### src/rtl/regbus_pkg.sv
package regbus_pkg;
  typedef enum logic [1:0] {
    SEQ_IDLE  = 2'd0,
    SEQ_READ  = 2'd1,
    SEQ_WRITE = 2'd2
  } seq_state_t;
endpackage

### src/rtl/regbus_addr_decoder.sv
module regbus_addr_decoder #(
  parameter int NUM_REGS = 8,
  localparam int ADDR_W = $clog2(NUM_REGS)
) (
  input  logic [ADDR_W-1:0]   addr,
  output logic [NUM_REGS-1:0] sel
);
  // one comparator per register yields a one-hot select
  for (genvar i = 0; i < NUM_REGS; i++) begin : g_dec
    assign sel[i] = (addr == ADDR_W'(i));
  end
endmodule

### src/rtl/regbus_strobe_gate.sv
module regbus_strobe_gate #(
  parameter int NUM_REGS = 8
) (
  input  logic [NUM_REGS-1:0] sel,
  input  logic                rd,
  input  logic                wr,
  output logic [NUM_REGS-1:0] rd_en,
  output logic [NUM_REGS-1:0] wr_en
);
  for (genvar i = 0; i < NUM_REGS; i++) begin : g_gate
    assign rd_en[i] = rd & sel[i];
    assign wr_en[i] = wr & sel[i];
  end
endmodule

### src/rtl/regbus_storage.sv
module regbus_storage #(
  parameter int NUM_REGS = 8,
  parameter int DATA_W   = 8
) (
  input  logic                             clk,
  input  logic                             rst,
  input  logic [NUM_REGS-1:0]              wr_en,
  input  logic [DATA_W-1:0]                wdata,
  output logic [NUM_REGS-1:0][DATA_W-1:0]  q
);
  for (genvar i = 0; i < NUM_REGS; i++) begin : g_reg
    always_ff @(posedge clk) begin
      if (rst)           q[i] <= '0;
      else if (wr_en[i]) q[i] <= wdata;
    end
  end
endmodule

### src/rtl/regbus_bus_mux.sv
module regbus_bus_mux #(
  parameter int NUM_REGS = 8,
  parameter int DATA_W   = 8
) (
  input  logic [NUM_REGS-1:0]             rd_en,
  input  logic [NUM_REGS-1:0][DATA_W-1:0] q,
  output logic [DATA_W-1:0]               bus_next,
  output logic                            bus_any
);
  // AND-OR network standing in for the tristate bus: a floating bus reads zero
  always_comb begin
    bus_next = '0;
    for (int i = 0; i < NUM_REGS; i++) begin
      if (rd_en[i]) bus_next = bus_next | q[i];
    end
    bus_any = |rd_en;
  end
endmodule

### src/rtl/regbus_move_seq.sv
module regbus_move_seq
  import regbus_pkg::*;
#(
  parameter int NUM_REGS = 8,
  localparam int ADDR_W = $clog2(NUM_REGS)
) (
  input  logic              clk,
  input  logic              rst,
  input  logic              req,
  input  logic [ADDR_W-1:0] src,
  input  logic [ADDR_W-1:0] dst,
  output seq_state_t        state,
  output logic [ADDR_W-1:0] cur_src,
  output logic [ADDR_W-1:0] cur_dst,
  output logic              busy,
  output logic              done
);
  always_ff @(posedge clk) begin
    if (rst) begin
      state   <= SEQ_IDLE;
      cur_src <= '0;
      cur_dst <= '0;
      busy    <= 1'b0;
      done    <= 1'b0;
    end else begin
      done <= 1'b0;
      unique case (state)
        SEQ_IDLE: if (req) begin
          state   <= SEQ_READ;
          cur_src <= src;
          cur_dst <= dst;
          busy    <= 1'b1;
        end
        SEQ_READ: state <= SEQ_WRITE;
        SEQ_WRITE: begin
          state <= SEQ_IDLE;
          busy  <= 1'b0;
          done  <= 1'b1;
        end
        default: state <= SEQ_IDLE;
      endcase
    end
  end
endmodule

### src/rtl/regbus_bank.sv
module regbus_bank
  import regbus_pkg::*;
#(
  parameter int NUM_REGS = 8,
  parameter int DATA_W   = 8,
  localparam int ADDR_W  = $clog2(NUM_REGS)
) (
  input  logic              clk,
  input  logic              rst,
  input  logic [ADDR_W-1:0] acc_addr,
  input  logic              acc_rd,
  input  logic              acc_wr,
  input  logic [DATA_W-1:0] acc_wdata,
  input  logic              mv_req,
  input  logic [ADDR_W-1:0] mv_src,
  input  logic [ADDR_W-1:0] mv_dst,
  output logic [DATA_W-1:0] bus_data,
  output logic              bus_valid,
  output logic              acc_reject,
  output logic              mv_busy,
  output logic              mv_done
);
  seq_state_t                      seq_state;
  logic [ADDR_W-1:0]               seq_src, seq_dst;
  logic                            direct_ok;
  logic [ADDR_W-1:0]               eff_addr;
  logic                            eff_rd, eff_wr;
  logic [DATA_W-1:0]               eff_wdata;
  logic [NUM_REGS-1:0]             sel, rd_en, wr_en;
  logic [NUM_REGS-1:0][DATA_W-1:0] regs_q;
  logic [DATA_W-1:0]               bus_next;
  logic                            bus_any;

  regbus_move_seq #(.NUM_REGS(NUM_REGS)) seq_i (
    .clk(clk), .rst(rst), .req(mv_req), .src(mv_src), .dst(mv_dst),
    .state(seq_state), .cur_src(seq_src), .cur_dst(seq_dst),
    .busy(mv_busy), .done(mv_done)
  );

  // direct port only when the sequencer neither runs nor starts
  assign direct_ok = (seq_state == SEQ_IDLE) && !mv_req;

  always_comb begin
    eff_addr  = acc_addr;
    eff_rd    = direct_ok && acc_rd && !acc_wr;
    eff_wr    = direct_ok && acc_wr && !acc_rd;
    eff_wdata = acc_wdata;
    if (seq_state == SEQ_READ) begin
      eff_addr = seq_src;
      eff_rd   = 1'b1;
      eff_wr   = 1'b0;
    end else if (seq_state == SEQ_WRITE) begin
      eff_addr  = seq_dst;
      eff_rd    = 1'b0;
      eff_wr    = 1'b1;
      eff_wdata = bus_data;
    end
  end

  regbus_addr_decoder #(.NUM_REGS(NUM_REGS)) dec_i (
    .addr(eff_addr), .sel(sel)
  );

  regbus_strobe_gate #(.NUM_REGS(NUM_REGS)) gate_i (
    .sel(sel), .rd(eff_rd), .wr(eff_wr), .rd_en(rd_en), .wr_en(wr_en)
  );

  regbus_storage #(.NUM_REGS(NUM_REGS), .DATA_W(DATA_W)) store_i (
    .clk(clk), .rst(rst), .wr_en(wr_en), .wdata(eff_wdata), .q(regs_q)
  );

  regbus_bus_mux #(.NUM_REGS(NUM_REGS), .DATA_W(DATA_W)) mux_i (
    .rd_en(rd_en), .q(regs_q), .bus_next(bus_next), .bus_any(bus_any)
  );

  always_ff @(posedge clk) begin
    if (rst) begin
      bus_data   <= '0;
      bus_valid  <= 1'b0;
      acc_reject <= 1'b0;
    end else begin
      bus_data   <= bus_next;
      bus_valid  <= bus_any;
      acc_reject <= direct_ok && acc_rd && acc_wr;
    end
  end
endmodule

### config.mk
export PLATFORM = sky130hd
export DESIGN_NAME = regbus_bank
export DESIGN_NICKNAME = d
export VERILOG_FILES = /design/src/rtl/regbus_pkg.sv /design/src/rtl/regbus_addr_decoder.sv /design/src/rtl/regbus_strobe_gate.sv /design/src/rtl/regbus_storage.sv /design/src/rtl/regbus_bus_mux.sv /design/src/rtl/regbus_move_seq.sv /design/src/rtl/regbus_bank.sv
export SDC_FILE = /design/constraint.sdc
export NUM_CORES = 1
export LEC_CHECK = 0
export ABC_CLOCK_PERIOD_IN_PS = 2400
export BUFFER_PORTS_ARGS = -buffer_cell sky130_fd_sc_hd__buf_4
export CAP_MARGIN = 25
export CORE_MARGIN = 4
export CORE_UTILIZATION = 41
export CTS_BUF_LIST = sky130_fd_sc_hd__clkbuf_4 sky130_fd_sc_hd__clkbuf_8 sky130_fd_sc_hd__clkbuf_16
export CTS_CLUSTER_DIAMETER = 40
export CTS_CLUSTER_SIZE = 10
export DETAILED_ROUTE_END_ITERATION = 10
export PLACE_DENSITY = 0.63
export SLEW_MARGIN = 20
export SYNTH_ARGS = -nofsm -noshare
export SYNTH_HDL_FRONTEND = slang
export SYNTH_HIERARCHICAL = 1
export SYNTH_SLANG_ARGS = --single-unit
### constraint.sdc
create_clock -name clk -period 2.4 [get_ports clk]
set_clock_uncertainty 0.2 [all_clocks]
set_input_delay 0.12 -clock clk [delete_from_list [all_inputs] [get_ports clk]]
set_output_delay 0.12 -clock clk [all_outputs]
set_load 0.005 [all_outputs]
---- Word-level counts from Yosys, hierarchy flattened ----
Index checks and enable logic that the tools add are counted.
storage, ports and cells
  bits in registers ....................... 84
  input port bits ......................... 22
  output and inout port bits .............. 12
  word-level logic and storage cells ...... 85
operators by class
  equality and inequality tests ........... 10
  multiplexer cells ....................... 21
  bitwise logic cells ..................... 23
  reductions and logical operators ........ 15
operators with widths
  operator                                                                number
  8-bit 2-to-1 mux                                                        10
  8-bit OR                                                                7
  1-bit bitwise AND                                                       16
  3-bit equality test (second input constant)                             4
  8-bit OR reduction                                                      1
  3-bit by 2-bit equality test with 1-bit output (second input constant)  2
  1-bit logical AND                                                       6
  1-bit 2-to-1 mux                                                        6
  3-bit 2-to-1 mux                                                        2
  2-bit one-hot mux with 2 select lines                                   1
  2-bit AND reduction                                                     2
  3-bit by 1-bit equality test with 1-bit output (second input constant)  1
  1-bit zero test                                                         3
  3-bit zero test                                                         1
  2-bit by 1-bit equality test with 1-bit output (second input constant)  1
  2-bit equality test (second input constant)                             1
  2-bit zero test                                                         1
  2-bit 2-to-1 mux                                                        1
  2-bit != test (second input constant)                                   1
  1-bit one-hot mux with 2 select lines                                   1
  2-bit nonzero test                                                      1

---- Logic depth before layout (Yosys ltp) ----
  depth after elaboration ................. 22
  mapped depth ............................ 9

---- Cells and area by module ----
Netlist, hierarchy kept.
modules (own cells, without submodules)
  module               times used  cells each  area each (sq um)
  regbus_storage       1           215         2371.0
  regbus_bank          1           47          563.0
  regbus_move_seq      1           37          402.9
  regbus_bus_mux       1           51          371.6
  regbus_strobe_gate   1           16          100.1
  regbus_addr_decoder  1           8           65.1

---- Worst setup path before layout ----
OpenSTA, ideal clock, no wires.
  path kind ............................... register -> register
  start ................................... register seq_i.state[1]
  end ..................................... register bus_valid
  arrival ................................. 1.917 ns
  slack ................................... 0.169 ns
  cell stages (with the launch flop) ...... 10
  path buffers ............................ 2
  clock period less this slack ............ 2.231 ns
  cells stage by stage .................... dfxtp_1 buf_6 mux2i_1 mux2i_1 and3b_2 and2_1 buf_2 nor4_2 nand2_1 nor2b_1
RTL lines
  item                    RTL line                   text
  from (decl)             regbus_move_seq.sv:12      output seq_state_t state,
  from (signal assigned)  regbus_move_seq.sv:20      state <= SEQ_IDLE;
  from (signal assigned)  regbus_move_seq.sv:29      state <= SEQ_READ;
  from (signal assigned)  regbus_move_seq.sv:34      SEQ_READ: state <= SEQ_WRITE;
  2-bit equality test     regbus_bank.sv:52          end else if (seq_state == SEQ_WRITE) begin
  3-bit 2-to-1 mux        regbus_bank.sv:52
  3-bit 2-to-1 mux *      regbus_bank.sv:48          if (seq_state == SEQ_READ) begin
  net eff_addr[1]         regbus_bank.sv:26          logic [ADDR_W-1:0] eff_addr;
  3-bit equality test *   regbus_addr_decoder.sv:10  assign sel[i] = (addr == ADDR_W'(i));
  net sel[5]              regbus_bank.sv:29          logic [NUM_REGS-1:0] sel, rd_en, wr_en;
  1-bit bitwise AND *     regbus_strobe_gate.sv:11   assign rd_en[i] = rd & sel[i];
  net rd_en[5]            regbus_bank.sv:29
  8-bit OR reduction *    regbus_bus_mux.sv:16       bus_any = |rd_en;
  net bus_any             regbus_bank.sv:32          logic bus_any;
  to (signal assigned)    regbus_bank.sv:83          bus_valid <= bus_any;
  to (decl)               regbus_bank.sv:18          output logic bus_valid,
The timed path passes the listed nets; every way through them passes the cells marked *.
A chain may end at the register's enable or synchronous reset.

---- Worst setup path in the final report ----
Ends and elaborated chain as after synthesis.

==> summary.md <==
| Metric | Value |
|---|---|
| Synth unique cells | 28 |
| CP peak stage delay | 0.44 ns |
| Sequential cell area | 1684 um2 |
| Share of cells above drive strength 1 | 0.2233 |
| Non-filler instance count after layout | 541 |
| Inserted Diodes | 0 |
| Seq/Total Area, Yosys | 0.4341 |
| Post-synth EDFFs | 0 |
| Syn Area/Cell | 10.36 um2 |
| Cells along the critical path | mux2i_1 > mux2i_2 > and3b_2 > and2_1 > nor4_2 > nand2_1 > nor2b_1 |
| Insertion delay of the later-clocked pin in the worst-skew pair | 0.35 ns |
| Status | finished, final reports clean |
| P_sw | 0.6796 mW |
| RePlAce Congestion | 0.7455 |
| Crit path to | bus_valid$_SDFF_PP0_ |
| Hold Vio Cnt, Final | 0 |
| Worst Reg2Reg Path Length in Cells | 7 |
| DR WL/cell | 15.63 um |
| Critical Path RT | 2.41 ns |
| Layout area overhead | 15.96% |
| CP max-delay cell | dfxtp_2 |
| Max VDD drop | 0.2270 mV |
| Dominant synthesized flop cell | dfxtp_1 |
| Number of vias in the routed layout | 2,723 |
| Root Buffer | clkbuf_8 |
| Cell Area, Synth | 3874 um2 |
| Global route overflow | 0 |
| Post-route ant nets | 0 |
| Critical path launch point | seq_i/state[1]$_SDFFE_PP0P_ |
| Clock sink count | 84 |
| Filler instances | 843 |
| Met1 Usage GRT | 0.2149 |
| Pint | 2.059 mW |
| H-tree depth | 3 |
| CTS tree | done |
| DP Cell Count | 516 |
| Worst slew pin tran | 0.7644 ns |
| Cts bufs inserted | 9 |
| Final period util | 0.9531 |
| Setup violations, final | 0 |
| Final #Nets | 429 |
| Vias/cell | 5.033 |
| Setup Fix Bufs, Post-CTS | 0 |
| Switching Share | 0.2482 |
| Relative slew slack | 0.4904 |
| Sequential share of power | 0.526 |
| Layout Utilization | 0.4861 |
| Yosys warns | 6 |
| R2R Path End | bus_valid$_SDFF_PP0_ |
| Port bufs | 33 |
| Cells after Synth | 374 |
| Comb pwr share | 0.101 |
| Slew Limit Fails | 0 |
| R2r setup slk | 0.11 ns |
| Multi-input gate area | 1919 um2 |
| GRT busiest layer | met2 |
| Post-synthesis sequential element count | 84 |
| Worst-path clk slew | 0.09 ns |
| Die Y-Extent | 105.2 um |
| CTS Buffer Depth | 2 |
| Maximum net fanout on the critical path | 9 |
| Vias in the first global route | 2,717 |
| Met2 Use GR | 0.2541 |
| Pin count of the biggest net entering global routing | 81 |
| Row cnt | 35 |
| Setup crit start kind | flop |
| Leakage Power | 1.611 nW |
| Minimum clock period | 2.288 ns |
| Die X | 105.2 um |
| Cell Pwr Density | 609.6 nW/um2 |
| Ports | 34 |
| GRT Util Overall | 0.1594 |
| First-pass GRT wire length | 14,040 um |
| Drc violations | 0 |
| Async set-reset flop share out of synthesis | 0 |
| Final setup TNS | 0 ns |
| Post-synth net total | 396 |
| Fmax | 437.2 MHz |
| Clock share of power | 0.373 |
| WS Path Type | reg2reg |
| CP Data Arrival Time | 2.30 ns |
| Die area | 11,070 um2 |
| Pre-antenna DRT Iters | 5 |
| GR Layer Usage met3 | 0.02656 |
| R2r startpoint | seq_i/state[1]$_SDFFE_PP0P_ |
| Final Routed Wirelength | 8457 um |
| Max-cap violation count | 0 |
| Hold depth | 4 |
| Initial core utilization | 0.4192 |
| Initial antenna violation count | 0 |
| RSZ-0062 raised after global routing | no |
| Most frequent cells in the layout | dfxtp_1, mux2i_1, nor2_1 |
| HPWL after DPL | 5669 um |
| WHS | 0.01118 ns |
| Critical Path End Type | flop |
| Commonest non-fill, non-tap cell in the layout | dfxtp_1 |
| Worst hold path class | in2reg |
| Core Footprint | 9240 um2 |
| First-iteration detailed-routing DRC count | 116 |
[layer usage]
layer	vias to the layer above	share of wire
met5	-	0
met4	0	0.017
met3	12	0.034
met2	47	0.47
met1	1302	0.48
li1	1362	-
[layout make-up]
class / instances / area share
clock inverters: 6 / 0.01588
flip-flops and latches: 84 / 0.3749
repair buffers: 57 / 0.1142
clock buffers: 10 / 0.02925
multi-input cells: 252 / 0.4273
inverters: 3 / 0.002507
well taps: 129 / 0.03593
[worst min-delay path by stage]
stage	start	to	slack, ns
after floorplan	rst	bus_data[0]$_SDFF_PP0_	-0.008
after detailed placement	mv_dst[0]	seq_i/cur_dst[0]$_SDFFE_PP0P_	0.21
after CTS	acc_wdata[6]	store_i/q[46]$_SDFFE_PP0P_	0.004
after global routing	acc_wdata[6]	store_i/q[6]$_SDFFE_PP0P_	0.02
final	acc_wdata[6]	store_i/q[54]$_SDFFE_PP0P_	0.01
after global placement	mv_src[1]	seq_i/cur_src[1]$_SDFFE_PP0P_	0.19
[Yosys cell counts, types with 2 or more instances]
library cell	instances	share of area
dfxtp_1	84	0.43
mux2i_1	79	0.20
nor2_1	64	0.062
a22oi_1	32	0.062
buf_6	20	0.058
and2_1	16	0.026
nand2b_1	13	0.021
nor2b_1	9	0.015
clkbuf_2	8	0.010
mux2_4	8	0.031
nand4_1	8	0.013
buf_2	6	0.0078
nor3_1	4	0.0052
nor3b_1	4	0.0078
and3b_2	3	0.0078
inv_1	3	0.0029
nor4_2	2	0.0065
[repair_timing]
| action | CTS | global route |
|---|---|---|
| hold buffers | 9 | 0 |
| endpoints found under the setup margin | 9 | 49 |
| resized for setup | 5 | 7 |
| hold endpoints to repair | 9 | 0 |
[critical path: cells and delay by family (launching register included)]
kind          cells  cell delay [ns]
flops             1             0.44
mux               2             0.45
simple gates      5             1.06
[kinds of logic after synthesis]
| group | share of synthesized area |
|---|---|
| AND/OR/NAND/NOR | 0.1831 |
| AO/OA/AOI/OAI | 0.06751 |
| buffers and inverters | 0.08010 |
| flip-flops | 0.4341 |
| multiplexers | 0.2351 |
[power groups by stage]
| stage | clock (mW) | sequential, mW | combinational, mW |
|---|---|---|---|
| 2_1_floorplan | 0 | 1.47 | 0.193 |
| 3_3_place_gp | 0 | 1.47 | 0.252 |
| 3_5_place_dp | 0 | 1.47 | 0.256 |
| 4_1_cts | 1.05 | 1.44 | 0.273 |
| 5_1_grt | 1.12 | 1.45 | 0.301 |
| 6_report | 1.02 | 1.44 | 0.278 |
[registers in the layout, indices dropped and copies added, names as in the netlist]
name	cells
bus_data	8
acc_reject	1
seq_i/state	2
bus_valid	1
seq_i/busy	1
seq_i/done	1
store_i/q	64
seq_i/cur_dst	3
seq_i/cur_src	3
[through the flow]
step	cell area (um2)	setup slack (ns)	power (mW)
after CTS	4466	0.07004	2.763
after detailed placement	4159	-0.07315	1.727
after global routing	4492	0.02988	2.864
after floorplan	3874	0.1689	1.660
final	4492	0.1125	2.738
after global placement	4159	-0.03365	1.722
Note: power is estimated with default switching activity, not from simulation.
